File: config.mk
export PLATFORM = sky130hd
export DESIGN_NAME = word_uart_tx
export DESIGN_NICKNAME = d
export VERILOG_FILES = /design/src/rtl/word_uart_pkg.sv /design/src/rtl/word_uart_baud.sv /design/src/rtl/word_uart_shreg.sv /design/src/rtl/word_uart_tx.sv
export SDC_FILE = /design/constraint.sdc
export NUM_CORES = 1
export LEC_CHECK = 0
export BUFFER_PORTS_ARGS = -buffer_cell sky130_fd_sc_hd__clkbuf_2
export CAP_MARGIN = 20
export CORE_MARGIN = 4
export CORE_UTILIZATION = 38
export CTS_CLUSTER_DIAMETER = 50
export DETAILED_ROUTE_END_ITERATION = 10
export SLEW_MARGIN = 30
export SYNTH_ARGS = -nofsm -noshare
export SYNTH_HDL_FRONTEND = slang
export SYNTH_SLANG_ARGS = --single-unit
File: constraint.sdc
create_clock -name clk -period 2.7 [get_ports clk]
set_input_delay 0.27 -clock clk [delete_from_list [all_inputs] [get_ports clk]]
set_output_delay 0.27 -clock clk [all_outputs]
set_load 0.01 [all_outputs]
File: src/rtl/word_uart_pkg.sv
package word_uart_pkg;
    typedef enum logic [1:0] {
        ST_IDLE  = 2'd0,
        ST_START = 2'd1,
        ST_DATA  = 2'd2,
        ST_STOP  = 2'd3
    } tx_state_t;
endpackage

File: src/rtl/word_uart_baud.sv
module word_uart_baud #(
    parameter int CLK_DIV = 208
) (
    input  logic clk,
    input  logic rst_n,
    input  logic restart,
    output logic tick
);
    localparam int CW = (CLK_DIV > 1) ? $clog2(CLK_DIV) : 1;
    localparam logic [CW-1:0] LAST = CW'(CLK_DIV - 1);

    logic [CW-1:0] cnt;

    always_ff @(posedge clk or negedge rst_n) begin
        if (!rst_n)
            cnt <= '0;
        else if (restart || cnt == LAST)
            cnt <= '0;
        else
            cnt <= cnt + 1'b1;
    end

    assign tick = (cnt == LAST);

    // the counter never runs past the divisor
    p_div_range_r2: assert property (@(posedge clk) disable iff (!rst_n)
        cnt <= LAST);
    // ticks are isolated single cycles
    p_tick_gap_r2: assert property (@(posedge clk) disable iff (!rst_n)
        tick && !restart |=> !tick);
endmodule

File: src/rtl/word_uart_shreg.sv
module word_uart_shreg #(
    parameter int WORD_W = 32
) (
    input  logic              clk,
    input  logic              rst_n,
    input  logic              load,
    input  logic              shift,
    input  logic [WORD_W-1:0] din,
    output logic              lsb
);
    logic [WORD_W-1:0] sr;

    always_ff @(posedge clk or negedge rst_n) begin
        if (!rst_n)
            sr <= '0;
        else if (load)
            sr <= din;
        else if (shift)
            sr <= {1'b0, sr[WORD_W-1:1]};
    end

    assign lsb = sr[0];
endmodule

File: src/rtl/word_uart_tx.sv
module word_uart_tx
    import word_uart_pkg::*;
#(
    parameter int CLK_DIV    = 208,
    parameter int WORD_BYTES = 4,
    parameter int BYTE_BITS  = 8
) (
    input  logic                            clk,
    input  logic                            rst_n,
    input  logic                            word_valid,
    input  logic [WORD_BYTES*BYTE_BITS-1:0] word_data,
    output logic                            word_ready,
    output logic                            tx_line,
    output logic                            busy
);
    localparam int WORD_W = WORD_BYTES * BYTE_BITS;
    localparam int BW = (BYTE_BITS > 1) ? $clog2(BYTE_BITS) : 1;
    localparam int YW = (WORD_BYTES > 1) ? $clog2(WORD_BYTES) : 1;
    localparam logic [BW-1:0] BIT_LAST  = BW'(BYTE_BITS - 1);
    localparam logic [YW-1:0] BYTE_LAST = YW'(WORD_BYTES - 1);

    tx_state_t     state, state_nx;
    logic [BW-1:0] bit_idx;
    logic [YW-1:0] byte_idx;
    logic          bit_tick;
    logic          data_bit;
    logic          accept;
    logic          word_end;

    assign accept   = word_valid && (state == ST_IDLE);
    assign word_end = (state == ST_STOP) && bit_tick && (byte_idx == BYTE_LAST);

    word_uart_baud #(.CLK_DIV(CLK_DIV)) u_baud (
        .clk     (clk),
        .rst_n   (rst_n),
        .restart (accept),
        .tick    (bit_tick)
    );

    word_uart_shreg #(.WORD_W(WORD_W)) u_shreg (
        .clk   (clk),
        .rst_n (rst_n),
        .load  (accept),
        .shift ((state == ST_DATA) && bit_tick),
        .din   (word_data),
        .lsb   (data_bit)
    );

    // state register
    always_ff @(posedge clk or negedge rst_n) begin
        if (!rst_n)
            state <= ST_IDLE;
        else
            state <= state_nx;
    end

    // transitions
    always_comb begin
        state_nx = state;
        unique case (state)
            ST_IDLE:  if (word_valid) state_nx = ST_START;
            ST_START: if (bit_tick)   state_nx = ST_DATA;
            ST_DATA:  if (bit_tick && bit_idx == BIT_LAST) state_nx = ST_STOP;
            ST_STOP:  if (bit_tick)
                          state_nx = (byte_idx == BYTE_LAST) ? ST_IDLE : ST_START;
            default:  state_nx = ST_IDLE;
        endcase
    end

    // bit and byte position
    always_ff @(posedge clk or negedge rst_n) begin
        if (!rst_n) begin
            bit_idx  <= '0;
            byte_idx <= '0;
        end else if (accept) begin
            bit_idx  <= '0;
            byte_idx <= '0;
        end else if (bit_tick) begin
            if (state == ST_DATA)
                bit_idx <= (bit_idx == BIT_LAST) ? '0 : bit_idx + 1'b1;
            if (state == ST_STOP && byte_idx != BYTE_LAST)
                byte_idx <= byte_idx + 1'b1;
        end
    end

    // outputs
    always_comb begin
        unique case (state)
            ST_IDLE:  tx_line = 1'b1;
            ST_START: tx_line = 1'b0;
            ST_DATA:  tx_line = data_bit;
            ST_STOP:  tx_line = 1'b1;
            default:  tx_line = 1'b1;
        endcase
        word_ready = (state == ST_IDLE);
        busy       = (state != ST_IDLE);
    end

    // acceptance makes the block busy on the next cycle
    p_accept_busy_r5: assert property (@(posedge clk) disable iff (!rst_n)
        accept |=> busy);
    // ready stays low until the final stop bit ends
    p_hold_ready_r5: assert property (@(posedge clk) disable iff (!rst_n)
        !word_ready && !word_end |=> !word_ready);
    // a transfer opens with the start bit
    p_start_low_r3: assert property (@(posedge clk) disable iff (!rst_n)
        $rose(busy) |-> !tx_line);
    // the line only moves on a bit boundary
    p_line_stable_r2: assert property (@(posedge clk) disable iff (!rst_n)
        busy && !bit_tick |=> $stable(tx_line));
    // idle line is high
    p_idle_high_r6: assert property (@(posedge clk) disable iff (!rst_n)
        !busy |-> tx_line);
endmodule

==> Word level (Yosys, flattened, before mapping) <==
Cells that the tools add are included.
{ "totals": {"inputBits": 35, "regBits": 47, "wordCells": 51, "ramBits": 0, "rom_bits": 0, "mem_count": 0, "latch_bits": 0} }
{ "op_classes": {"shifts": 0, "n_eq_ne": 11, "multipliers": 0, "n_addsub": 3, "n_mux": 17, "magnitude_cmp": 0, "bitwise_logic": 0, "reduce_logical": 15, "div_mod_pow": 0} }
{ "ops": {"columns": ["cell", "count"], "rows": [
  ["32-bit 2-to-1 mux", 2],
  ["2-bit 2-to-1 mux", 7],
  ["3-bit 2-to-1 mux", 4],
  ["2-bit != test (second input constant)", 5],
  ["2-bit nonzero test", 5],
  ["8-bit by 1-bit adder with 8-bit output (second input constant)", 1],
  ["8-bit == test (second input constant)", 1],
  ["8-bit 2-to-1 mux", 1],
  ["2-bit one-hot mux with 4 select lines", 1],
  ["2-bit == test (second input constant)", 3],
  ["1-bit logical AND", 4],
  ["2-bit AND reduction", 2],
  ["4-bit AND reduction", 1],
  ["3-bit by 1-bit adder with 3-bit output (second input constant)", 1],
  ["3-bit == test (second input constant)", 1],
  ["1-bit one-hot mux with 3 select lines", 1],
  ["2-bit by 1-bit adder with 2-bit output (second input constant)", 1],
  ["2-bit by 1-bit == test with 1-bit output (second input constant)", 1],
  ["2-bit zero test", 1],
  ["2-bit OR reduction", 1],
  ["1-bit logical OR", 1],
  ["1-bit 2-to-1 mux", 1]
]} }

==> Depth between registers and ports, before layout <==
Gate-level depths: netlist of run 1.
{ "logic_depth": {"depth_word": 5, "depth_mapped": 8, "ltp_nobuf": 6} }

==> Cells and area by module <==
From an unflattened synthesis of run 1, not the netlist that was laid out.
{ "hier_totals": {"cells_unflattened": 226, "hier_area_um2": 2379.8} }
{ "modules_own_cells": {"columns": ["mod", "area_each_um2", "cells_each", "instances"], "rows": [
  ["word_uart_shreg", 1515.2, 139, 1],
  ["word_uart_tx", 470.5, 46, 1],
  ["word_uart_baud", 394.1, 41, 1]
]} }

==> Worst setup path before layout of run 1 <==
Ideal clock, no wire load.
{ "synth_path": {"path_kind": "reg2reg", "from": "reg state[0]", "to": "reg u_shreg.sr[16]", "arrival_ns": 1.662, "setup_time_ns": 0.083, "stages_incl_launch_ff": 9, "slack_ns": 0.955, "cell_sequence": "dfrtp_1 inv_1 ha_1 and2_1 buf_2 clkbuf_1 clkbuf_1 nand2_1 o21ai_0"} }
{ "synth_between": {"elab_chain_len": 3} }
{ "synth_rtl": {"columns": ["element", "line_no", "text"], "rows": [
  ["from (decl)", "word_uart_tx.sv:22", "tx_state_t state, state_nx;"],
  ["from (signal assigned)", "word_uart_tx.sv:54", "state <= state_nx;"],
  ["2-bit zero test *", null, null],
  ["net word_ready", "word_uart_tx.sv:12", "output logic word_ready,"],
  ["1-bit logical AND *", "word_uart_tx.sv:30", "assign accept = word_valid && (state == ST_IDLE);"],
  ["32-bit 2-to-1 mux or 2-bit nonzero test (tied branches)", null, null],
  ["to (signal assigned)", "word_uart_shreg.sv:17", "sr <= din;"],
  ["to (signal assigned)", "word_uart_shreg.sv:19", "sr <= {1'b0, sr[WORD_W-1:1]};"],
  ["to (decl)", "word_uart_shreg.sv:11", "logic [WORD_W-1:0] sr;"]
]} }
The timed path passes the listed nets; every way through them passes the cells marked *.
A chain may end at the register's enable or synchronous reset.

==> Worst setup path after layout of run 1 <==
{ "layout_path": {"from": "reg u_baud.cnt[0]", "to": "reg u_shreg.sr[18]"} }
{ "layout_between": {"elab_chain_len": 3} }
{ "layout_rtl": {"columns": ["element", "line_no", "text"], "rows": [
  ["from (decl)", "word_uart_baud.sv:12", "logic [CW-1:0] cnt;"],
  ["from (signal assigned)", "word_uart_baud.sv:20", "cnt <= cnt + 1'b1;"],
  ["8-bit == test", "word_uart_baud.sv:23", "assign tick = (cnt == LAST);"],
  ["1-bit logical AND", "word_uart_tx.sv:44", ".shift ((state == ST_DATA) && bit_tick),"],
  ["2-bit nonzero test (no source line)", null, null]
]} }
Every way passes these cells.

==> results of run 1 <==
synthesized netlist by cell type, types with 2 or more instances:
master / number
sky130_fd_sc_hd__nor3_1: 3
sky130_fd_sc_hd__xor2_1: 2
sky130_fd_sc_hd__a21oi_1: 4
sky130_fd_sc_hd__mux2i_1: 34
sky130_fd_sc_hd__nand3_1: 4
sky130_fd_sc_hd__or3_1: 2
sky130_fd_sc_hd__xnor2_1: 4
sky130_fd_sc_hd__o21ai_0: 32
sky130_fd_sc_hd__nand2_1: 38
sky130_fd_sc_hd__clkbuf_1: 7
sky130_fd_sc_hd__buf_6: 2
sky130_fd_sc_hd__ha_1: 10
sky130_fd_sc_hd__inv_1: 6
sky130_fd_sc_hd__dfrtp_1: 47
sky130_fd_sc_hd__buf_8: 2
sky130_fd_sc_hd__nor2_1: 14
power groups by stage:
stage                     Combinational [mW]  Clock [mW]  Sequential, mW
final                                 0.0387       0.450           0.703
after detailed placement              0.0412           0           0.717
after CTS                             0.0414       0.467           0.703
after floorplan                     0.000541           0           0.717
after global routing                  0.0456       0.500           0.703
after global placement                0.0409           0           0.717
layer usage:
metal / GRT usage [%] / up-vias
li1: - / 830
met5: 0 / -
met4: 4.25 / 0
met2: 18.0 / 28
met1: 16.7 / 748
met3: 2.66 / 5
sequential cells by signal (all words and copies together), names as in the netlist:
name / cells
bit_idx: 3
u_baud.cnt: 8
byte_idx: 2
u_shreg.sr: 32
state: 2
through the flow:
stage | instances | power (mW) | hold slack (ns) | instance area [um^2] | util (%)
after global routing | 335 | 1.25 | 0.0909 | 2640 | 44.7
after detailed placement | 327 | 0.758 | 0.406 | 2540 | 43.0
after CTS | 335 | 1.21 | 0.0680 | 2640 | 44.7
after global placement | 327 | 0.758 | 0.403 | 2540 | 43.0
after floorplan | 224 | 0.718 | -0.0256 | 2330 | -
final | 335 | 1.19 | 0.0383 | 2640 | 44.7
logic make-up (layout without fill, tap and decap cells):
group | count (synthesis) | count (layout)
xor gates and xnor gates | 6 | 6
AOI/OAI and AO/OA | 40 | 40
muxes | 35 | 35
adders and majority gates | 10 | 10
and+or+nand+nor | 67 | 67
buffers and inverters | 19 | 55
DFF | 47 | 47
critical path: stages, from the launching register on:
cell and delay (ns):
sky130_fd_sc_hd__dfrtp_1 0.38, sky130_fd_sc_hd__ha_1 0.20, sky130_fd_sc_hd__and3_1 0.29, sky130_fd_sc_hd__nand3_2 0.39
sky130_fd_sc_hd__buf_4 0.36, sky130_fd_sc_hd__mux2i_1 0.16, sky130_fd_sc_hd__o21ai_0 0.09
layout make-up:
type	instances	area share, %
multi-input cells	158	39.2
inverters	6	0.852
well taps	75	3.55
clock buffers	6	3.12
clock inverters	2	0.615
flip-flops and latches	47	44.5
repair buffers	41	8.14
worst max path at each step:
stage                                            end  slack [ns]  cells past startpoint
after floorplan           u_shreg.sr[16]$_DFFE_PN0P_        0.96                      8
after global placement    u_shreg.sr[19]$_DFFE_PN0P_        0.76                      6
after detailed placement  u_shreg.sr[18]$_DFFE_PN0P_        0.68                      6
after CTS                  u_shreg.sr[1]$_DFFE_PN0P_        0.66                      6
after global routing       u_shreg.sr[7]$_DFFE_PN0P_        0.52                      6
final                     u_shreg.sr[18]$_DFFE_PN0P_        0.70                      6
==> qor.yml, run 1 <==
routing:
  route.final.wire_length_um: 4050
  antenna_violating_nets_post_route: 0
  detailroute.wirelength.met3_um: 184
  detail_route.vias_per_cell: 4.81
  route.detailed.wl_per_inst_um: 12.1
  drc: 0
  wl_met2_um: 1750
  drtPass1Iterations: 4
  route.vias.total: 1611
  met1Wirelength_um: 2050
  routed.top_layer: "met4"
  drt_first_iter_violations: 52
yosys:
  synth-xor-area-share_pct: 2.26
  synth-main-ff-cell: "sky130_fd_sc_hd__dfrtp_1"
  adder_cell_share_of_the_synthesized_area_pct: 5.38
  ys_types: 29
  synth_area_in_compound_gates_pct: 9.09
  yosys-top-cells-area: "sky130_fd_sc_hd__dfrtp_1 (51%), sky130_fd_sc_hd__mux2i_1 (15%), sky130_fd_sc_hd__o21ai_0 (6.9%), sky130_fd_sc_hd__nand2_1 (6.1%), sky130_fd_sc_hd__ha_1 (5.4%)"
  ys.warnings.count: 0
  synth_edf_count: 0
  yosys.area_share.simple_pct: 12.7
  synth_top_family_by_area: "multiplexers"
  synth.net_count: 269
  proportion_of_netlist_area_held_by_the_largest_area_contributor_pct: 50.6
  post_synth_mux_area_share_pct: 15.1
  post-synth-top-area-cell: "sky130_fd_sc_hd__dfrtp_1"
  synth_sequential_area_ratio_pct: 50.6
  synthArstFlopShare_pct: 100
  synth.ff_latch_count: 47
  post_synth_inst_count: 224
  post_synth_instance_area_um2: 2330
  avgSynthCellArea_um2: 10.4
timing:
  hold_viol_final: 0
  timing.final.max_slew_violations: 0
  setup_slack_ns: 0.695
  period_share_pct: 74.2
  period_needed_ns: 2.00
  worst_pin_slew_ns: 0.573
  setup_tns_ns: 0
  fin_skew_ns: 0.00698
  max-slew-margin-rel_pct: 61.8
  setup_viol_count_final: 0
  unrepaired_setup_endpoints_after_global_routing: "false"
  maxClockFrequency_mhz: 499
global_route:
  antenna_found_initial: 0
  grt_overflow: 0
  grt_usage_pct: 11.9
  grt_max_degree: 70
  grt_first_pass_wirelength_um: 7080
  first_global_vias: 1544
pwr:
  share_clk_of_total_power_pct: 37.8
  pwr-share-seq_pct: 59.0
  vdd_ir_drop_max_uv: 249
  cell_int_power_uw: 931
  switching_share_pct: 21.9
  powerDensity_nw_per_um2: 451
  switchingPower_uw: 261
  power.static_leakage_nw: 1.21
  power_frac_comb_pct: 3.2
cts:
  postCtsSetupRepairBufs: 0
  insertion_delay_ns: 0.30
  ctsRootBufferMaster: "sky130_fd_sc_hd__clkbuf_8"
  number_of_buffers_inserted_during_clock_tree_synthesis: 5
  cts.sink_count: 47
  clkTransAtPathRegs_ns: 0.09
  cts_tree: "done"
  clockBufferDepth: 2
  cts_hold_buffers: 0
  htree_num_levels: 2
  ctsResizeCount: 0
placement:
  place.port_buffers: 37
  gp_congestion: 0.760
  detailedPlace.worstSlack_ns: 0.677
  place.detailed.hpwl_um: 2870
floorplanning:
  initial_core_utilization_pct: 39.3
  floorplan.core_area_um2: 5920
  die_h_um: 86.2
  top_level_ports: 38
  site_row_count: 28
  die_w_um: 86.2
  design.die.area_um2: 7440
critical_path:
  rr_startpoint: "u_baud.cnt[0]$_DFF_PN0_"
  worst-endpoint-required_ns: 2.86
  reg2reg_slack_ns: 0.70
  crit_path_max_fanout: 15
  kind_of_launch_point_of_the_worst_setup_path: "register"
  end_kind: "register"
  critical_path.startpoint: "u_baud.cnt[0]$_DFF_PN0_"
  critPathArrivalTime_ns: 2.17
  path_class: "register to register"
  ff2ff_path_depth: 6
  timing.rr.end: "u_shreg.sr[18]$_DFFE_PN0P_"
job:
  drv.max_cap_violation_count: 0
layout:
  layout-area-overhead-vs-synth_pct: 13.7
  seq_area_um2: 1180
  antenna-diode-count: 0
  final_nets: 304
  nFillCells: 578
  final_common_cell: "sky130_fd_sc_hd__dfrtp_1"
  layout_cells_sized_above_1_pct: 20.4
  multiInputGateArea_um2: 1040
  mostFrequentLayoutCells: "sky130_fd_sc_hd__dfrtp_1 (47), sky130_fd_sc_hd__nand2_1 (38), sky130_fd_sc_hd__clkbuf_2 (37)"
status:
  result_of_the_run: "completed"
min_path:
  worst_hold_path_type: "input port to async pin"
Power figures use the tool's default switching activity.
==> run 2, diff against run 1 <==
clock period = 1.6 ns   (was 2.7 ns; I/O delays follow)
==> run 2 against run 1 <==
  * Flip-flop and latch count unchanged
  * Sequential share of layout area decreased by 3.7 points
  * Power increased by 90%
  * Clock power increased by 120%
  * Final cell count increased by 4.2%
  * Die area unchanged
  * Critical path type is now register to output port
  * Critical path depth decreased by 2
  * Count of clock-buffer cells in the layout unchanged
  * Worst setup slack got worse by 0.69 ns
  * Sequential power increased by 69%
  * Wire length increased by 8.3%
  * Highest routed layer unchanged
  * Combinational power increased by 84%
==> qor.yml, run 2 (synthesis gave the netlist of run 1 again) <==
floorplanning:
  top_level_ports: 38
  initial_core_utilization_pct: 39.3
  site_row_count: 28
  floorplan.core_area_um2: 5920
  design.die.area_um2: 7440
  die_h_um: 86.2
  die_w_um: 86.2
global_route:
  grt_max_degree: 48
  grt_usage_pct: 12.2
  grt_overflow: 0
  grt_first_pass_wirelength_um: 7290
  antenna_found_initial: 0
  first_global_vias: 1618
critical_path:
  worstSetupEndpoint: "tx_line"
  worst-endpoint-required_ns: 1.44
  ff2ff_path_depth: 5
  timing.critical_path.depth: 4
  rr_startpoint: "u_baud.cnt[0]$_DFF_PN0_"
  worstPathCellList: "inv_1 > ha_2 > a21oi_1 > clkbuf_2"
  crit_path_max_fanout: 4
  kind_of_launch_point_of_the_worst_setup_path: "register"
  critPathArrivalTime_ns: 1.43
  reg2reg_slack_ns: 0.03
  path_class: "register to output port"
  critical_path.slowest_cell: "sky130_fd_sc_hd__dfrtp_2"
  end_kind: "output port"
  critPathBufInv: 2
  critical_path.startpoint: "state[1]$_DFFE_PN0P_"
  timing.rr.end: "state[0]$_DFFE_PN0P_"
  cp_slowest_stage_delay_ns: 0.43
  crit_family: "flip-flops"
timing:
  max-slew-margin-rel_pct: 83.1
  worst_pin_slew_ns: 0.252
  timing.final.max_slew_violations: 0
  hold_viol_final: 0
  period_share_pct: 99.6
  fin_skew_ns: 0.0103
  period_needed_ns: 1.59
  unrepaired_setup_endpoints_after_global_routing: "true"
  setup_viol_count_final: 0
  maxClockFrequency_mhz: 628
  setup_tns_ns: 0
cts:
  cts.sink_count: 47
  number_of_buffers_inserted_during_clock_tree_synthesis: 5
  htree_num_levels: 2
  clkTransAtPathRegs_ns: 0.09
  cts_tree: "done"
  insertion_delay_ns: 0.30
  clockBufferDepth: 2
  ctsRootBufferMaster: "sky130_fd_sc_hd__clkbuf_8"
layout:
  final_nets: 318
  registers.top_by_ff_count: "u_shreg.sr"
  mostFrequentLayoutCells: "sky130_fd_sc_hd__dfrtp_1 (46), sky130_fd_sc_hd__nand2_1 (38), sky130_fd_sc_hd__clkbuf_2 (37)"
  final_core_utilization_pct: 48.8
  final_common_cell: "sky130_fd_sc_hd__dfrtp_1"
  layout-area-overhead-vs-synth_pct: 24.2
  largestRegisters: "u_shreg.sr x32, u_baud.cnt x8, bit_idx x3"
  antenna-diode-count: 0
  largest_register_ff_count: 32
  layout_cells_sized_above_1_pct: 27.0
placement:
  gp_congestion: 0.795
  place.port_buffers: 37
  place.detailed.hpwl_um: 3010
pwr:
  powerDensity_nw_per_um2: 784
  vdd_ir_drop_max_uv: 343
  power.static_leakage_nw: 1.32
routing:
  drtPass1Iterations: 4
  route.final.wire_length_um: 4390
  drc: 0
  route.vias.total: 1648
  detail_route.vias_per_cell: 4.72
  antenna_violating_nets_post_route: 0
  drt_first_iter_violations: 90
  route.detailed.wl_per_inst_um: 12.6
status:
  result_of_the_run: "completed"
job:
  drv.max_cap_violation_count: 0
min_path:
  worst_hold_path_type: "input port to register"
run 2: changes by cell type in the layout (fill, tap and decap cells not counted), sizes merged:
cell,before,now
buf,4,16
bufinv,0,2
dlygate4sd3,0,1
clkinvlp,1,0
clkbuf,43,44
clkinv,1,0
run 2: metal layers:
layer,vias up,routed length (um),track usage [%]
met5,-,0,0
met4,0,65,3.82
met3,5,215,3.33
met2,29,1910,19.2
met1,753,2200,16.5
li1,861,-,-
run 2: worst min-delay path by stage:
stage                  startpoint                         end  slack, ns  depth (start not counted)
CTS                 word_data[16]  u_shreg.sr[16]$_DFFE_PN0P_       0.05                          3
global placement            rst_n   u_shreg.sr[8]$_DFFE_PN0P_       0.17                          2
finish              word_data[16]  u_shreg.sr[16]$_DFFE_PN0P_       0.05                          3
floorplan                   rst_n      bit_idx[0]$_DFFE_PN0P_      -0.14                          0
detailed placement          rst_n   u_shreg.sr[9]$_DFFE_PN0P_       0.17                          2
global route        word_data[11]  u_shreg.sr[11]$_DFFE_PN0P_       0.06                          3
run 2: layout make-up:
cell class	count	area, um^2
clock buffers	6	72.6
clock inverters	2	60.1
fillers	572	3030
inverters	6	22.5
multi-input cells	158	1070
flip-flops and latches	47	1180
well taps	75	93.8
repair buffers	55	394
run 2: stage by stage:
stage	instance area, um^2	power, mW	hold WS, ns	std cells	worst slack, ns
CTS	2820	2.30	0.0507	345	0.000121
floorplan	2340	1.21	-0.136	224	0.00889
finish	2890	2.26	0.0546	349	0.00699
global placement	2660	1.28	0.167	335	0.0356
detailed placement	2660	1.28	0.172	335	-0.0135
global route	2890	2.35	0.0627	349	-0.0544
run 2: tightest hold or removal path: stages:
cell	delay [ns]
sky130_fd_sc_hd__clkbuf_2	0.07
sky130_fd_sc_hd__nand2_1	0.03
sky130_fd_sc_hd__o21ai_0	0.05
run 2: report_power, final:
part,total (mW),internal (mW),switching [mW]
Clock,1.01,0.624,0.382
Combinational,0.0713,0.0364,0.0349
Sequential,1.19,1.19,0
run 2: timing repair:
| item | in CTS | in global routing |
|---|---|---|
| endpoints found under the setup margin | 3 | 18 |
| buffers inserted | 1 | 3 |
| hold buffers | 1 | 0 |
| gates resized for setup | 2 | 6 |
| endpoints found under the hold margin | 47 | 0 |
| gates cloned | 0 | 1 |
| pin swaps | 1 | 2 |
==> run 3, diff against run 2 <==
SYNTH_HIERARCHICAL = 1   (was not set)
==> run 3 against run 2 <==
  * Core utilization grew 0.98 points
  * Area after synthesis rose by 2.3%
  * First-iteration DRC count shrank 34%
  * Final cell count up 2.9%
  * Cell area rose by 3.2%
  * Power is 13% lower
  * Maximum frequency up 2.9%
  * Clock power fell by 30%
==> qor.yml, run 3 <==
status:
  result_of_the_run: "completed"
timing:
  fin_worst_hold_slack_ns: 0.0634
  period_needed_ns: 1.55
  hold_viol_final: 0
  unrepaired_setup_endpoints_after_global_routing: "true"
  worst_pin_slew_ns: 0.260
  max-slew-margin-rel_pct: 82.7
  fin_skew_ns: 0.00618
  period_share_pct: 96.8
  timing.final.max_slew_violations: 0
  maxClockFrequency_mhz: 646
  setup_viol_count_final: 0
floorplanning:
  design.die.area_um2: 7590
  site_row_count: 28
  top_level_ports: 38
  initial_core_utilization_pct: 39.7
  floorplan.core_area_um2: 5990
  die_h_um: 87.1
  die_w_um: 87.1
pwr:
  switching_share_pct: 22.4
  share_clk_of_total_power_pct: 36.1
  switchingPower_uw: 440
  pwr-share-seq_pct: 60.3
  power_frac_comb_pct: 3.6
  powerDensity_nw_per_um2: 661
  vdd_ir_drop_max_uv: 385
  cell_int_power_mw: 1.53
  power.static_leakage_nw: 1.09
placement:
  place.detailed.hpwl_um: 3410
  place.port_buffers: 37
  gp_congestion: 0.819
  postPlaceCellArea_um2: 2780
yosys:
  avgSynthCellArea_um2: 10.5
  synth.net_count: 271
  synth-xor-area-share_pct: 0.736
  post_synth_mux_area_share_pct: 14.9
  post_synth_instance_area_um2: 2380
  synth_sequential_area_ratio_pct: 49.4
  yosys.area_share.simple_pct: 12.7
  adder_cell_share_of_the_synthesized_area_pct: 5.26
  ys_types: 33
  ys.warnings.count: 6
  synth.ff_latch_count: 47
  proportion_of_netlist_area_held_by_the_largest_area_contributor_pct: 49.4
  synth-main-ff-cell: "sky130_fd_sc_hd__dfrtp_1"
  yosys-top-cells-area: "sky130_fd_sc_hd__dfrtp_1 (49%), sky130_fd_sc_hd__mux2i_1 (14%), sky130_fd_sc_hd__nand2_1 (6.3%), sky130_fd_sc_hd__o21ai_1 (5.7%), sky130_fd_sc_hd__ha_1 (5.3%)"
  post_synth_inst_count: 226
  count_leader_synth: "sky130_fd_sc_hd__dfrtp_1"
  post_synth_most_frequent_cells: "sky130_fd_sc_hd__dfrtp_1 (47), sky130_fd_sc_hd__nand2_1 (40), sky130_fd_sc_hd__mux2i_1 (34)"
  post-synth-top-area-cell: "sky130_fd_sc_hd__dfrtp_1"
  synth_top_family_by_area: "multiplexers"
  synthArstFlopShare_pct: 100
  synth_area_in_compound_gates_pct: 11.3
  synth_edf_count: 0
layout:
  layout-area-overhead-vs-synth_pct: 25.2
  final_core_utilization_pct: 49.7
  final_common_cell: "sky130_fd_sc_hd__dfrtp_1"
  layout_cells_sized_above_1_pct: 31.7
  largestRegisters: "u_shreg/sr x32, u_baud/cnt x8, bit_idx x3"
  mostFrequentLayoutCells: "sky130_fd_sc_hd__dfrtp_1 (46), sky130_fd_sc_hd__nand2_1 (39), sky130_fd_sc_hd__clkbuf_2 (36)"
  final_nets: 328
  largest_register_ff_count: 32
  registers.top_by_ff_count: "u_shreg/sr"
  antenna-diode-count: 0
  final_cell_area_um2: 2980
cts:
  insertion_delay_ns: 0.30
  htree_num_levels: 2
  number_of_buffers_inserted_during_clock_tree_synthesis: 5
  cts_tree: "done"
  clkTransAtPathRegs_ns: 0.09
  ctsRootBufferMaster: "sky130_fd_sc_hd__clkbuf_8"
  clockBufferDepth: 2
  cts.sink_count: 47
global_route:
  grt_first_pass_wirelength_um: 7930
  antenna_found_initial: 0
  grt_usage_pct: 13.3
  grt_overflow: 0
  first_global_vias: 1739
  grt_max_degree: 48
critical_path:
  path_class: "register to register"
  cp_slowest_stage_delay_ns: 0.46
  kind_of_launch_point_of_the_worst_setup_path: "register"
  end_kind: "register"
  critical_path.slowest_cell: "sky130_fd_sc_hd__dfrtp_2"
  critPathArrivalTime_ns: 1.74
  worst-endpoint-required_ns: 1.79
  worstPathCellList: "buf_4 > ha_4 > a21bo_1 > o221a_2 > mux2_4"
  crit_path_max_fanout: 5
routing:
  antenna_violating_nets_post_route: 0
  route.final.wire_length_um: 4790
  route.vias.total: 1757
  drc: 0
  route.detailed.wl_per_inst_um: 13.3
  drt_first_iter_violations: 59
  drtPass1Iterations: 4
  detail_route.vias_per_cell: 4.89
min_path:
  worst_hold_path_type: "input port to register"
job:
  drv.max_cap_violation_count: 0
[run 3: worst paths after layout]
check | startpoint | endpoint | slack [ns] | cells after the start
hold / removal | word_data[21] | u_shreg/sr[21]$_DFFE_PN0P_ | 0.06 | 3
min in group asynchronous | rst_n | u_shreg/sr[21]$_DFFE_PN0P_ | 0.38 | 3
max in group asynchronous | rst_n | state[1]$_DFFE_PN0P_ | 0.99 | 3
hold reg to reg | byte_idx[1]$_DFFE_PN0P_ | byte_idx[1]$_DFFE_PN0P_ | 0.54 | 2
setup / recovery | state[1]$_DFFE_PN0P_ | state[1]$_DFFE_PN0P_ | 0.05 | 5
setup reg to reg | state[1]$_DFFE_PN0P_ | state[1]$_DFFE_PN0P_ | 0.05 | 5
[run 3: layout make-up]
class,count,area (um^2)
clock inverter,2,12.5
multi-input combinational,160,1150
fill,552,3010
clock buffer,6,72.6
inverter,7,31.3
timing repair buffer,62,445
sequential,47,1180
tap,75,93.8
[run 3: kinds of logic (layout without fill, tap and decap cells)]
| kind of cell | Yosys count | in the layout |
|---|---|---|
| xor gates and xnor gates | 2 | 2 |
| buffers and inverters | 19 | 77 |
| AOI/OAI and AO/OA | 47 | 47 |
| and+or+nand+nor | 66 | 66 |
| DFF | 47 | 47 |
| adders and majority gates | 10 | 10 |
| muxes | 35 | 35 |
[run 3: stage by stage]
step	power [mW]	setup TNS, ns	worst slack (ns)	instances
floorplan	1.21	-0.135	-0.0268	226
global placement	1.28	0	0.0198	345
detailed placement	1.28	0	0.00769	345
CTS	2.00	-0.00414	-0.00414	354
global route	2.06	-0.335	-0.0326	359
finish	1.97	0	0.0517	359
[run 3: what timing repair did]
action | in CTS | in global routing
hold endpoints to repair | 47 | 0
hold buffers | 1 | 0
gates resized for setup | 5 | 13
pin swaps | 0 | 1
cloned | 0 | 1
setup endpoints to repair | 4 | 36
buffers inserted | 0 | 4
[run 3: worst max-delay path, delay by kind of cell (launching register included)]
kind	cells	cell delay, ns
AOI/OAI and AO/OA	2	0.37
buffers and inverters	1	0.16
DFF	1	0.46
muxes	1	0.30
adders and majority gates	1	0.17
[run 3: power groups by stage]
stage	combinational, mW	clock [mW]	sequential [mW]
5_1_grt	0.0810	0.795	1.19
3_3_place_gp	0.0717	0	1.21
2_1_floorplan	0.0000278	0	1.21
3_5_place_dp	0.0717	0	1.21
4_1_cts	0.0744	0.738	1.19
6_report	0.0709	0.711	1.19
[run 3: per-layer routing]
layer  track usage (%)  vias up  wire length [um]
li1                  -      892                 -
met1              17.2      835              2330
met2              21.5       28              2240
met3              3.97        2               188
met4              4.18        0                36
met5                 0        -                 0
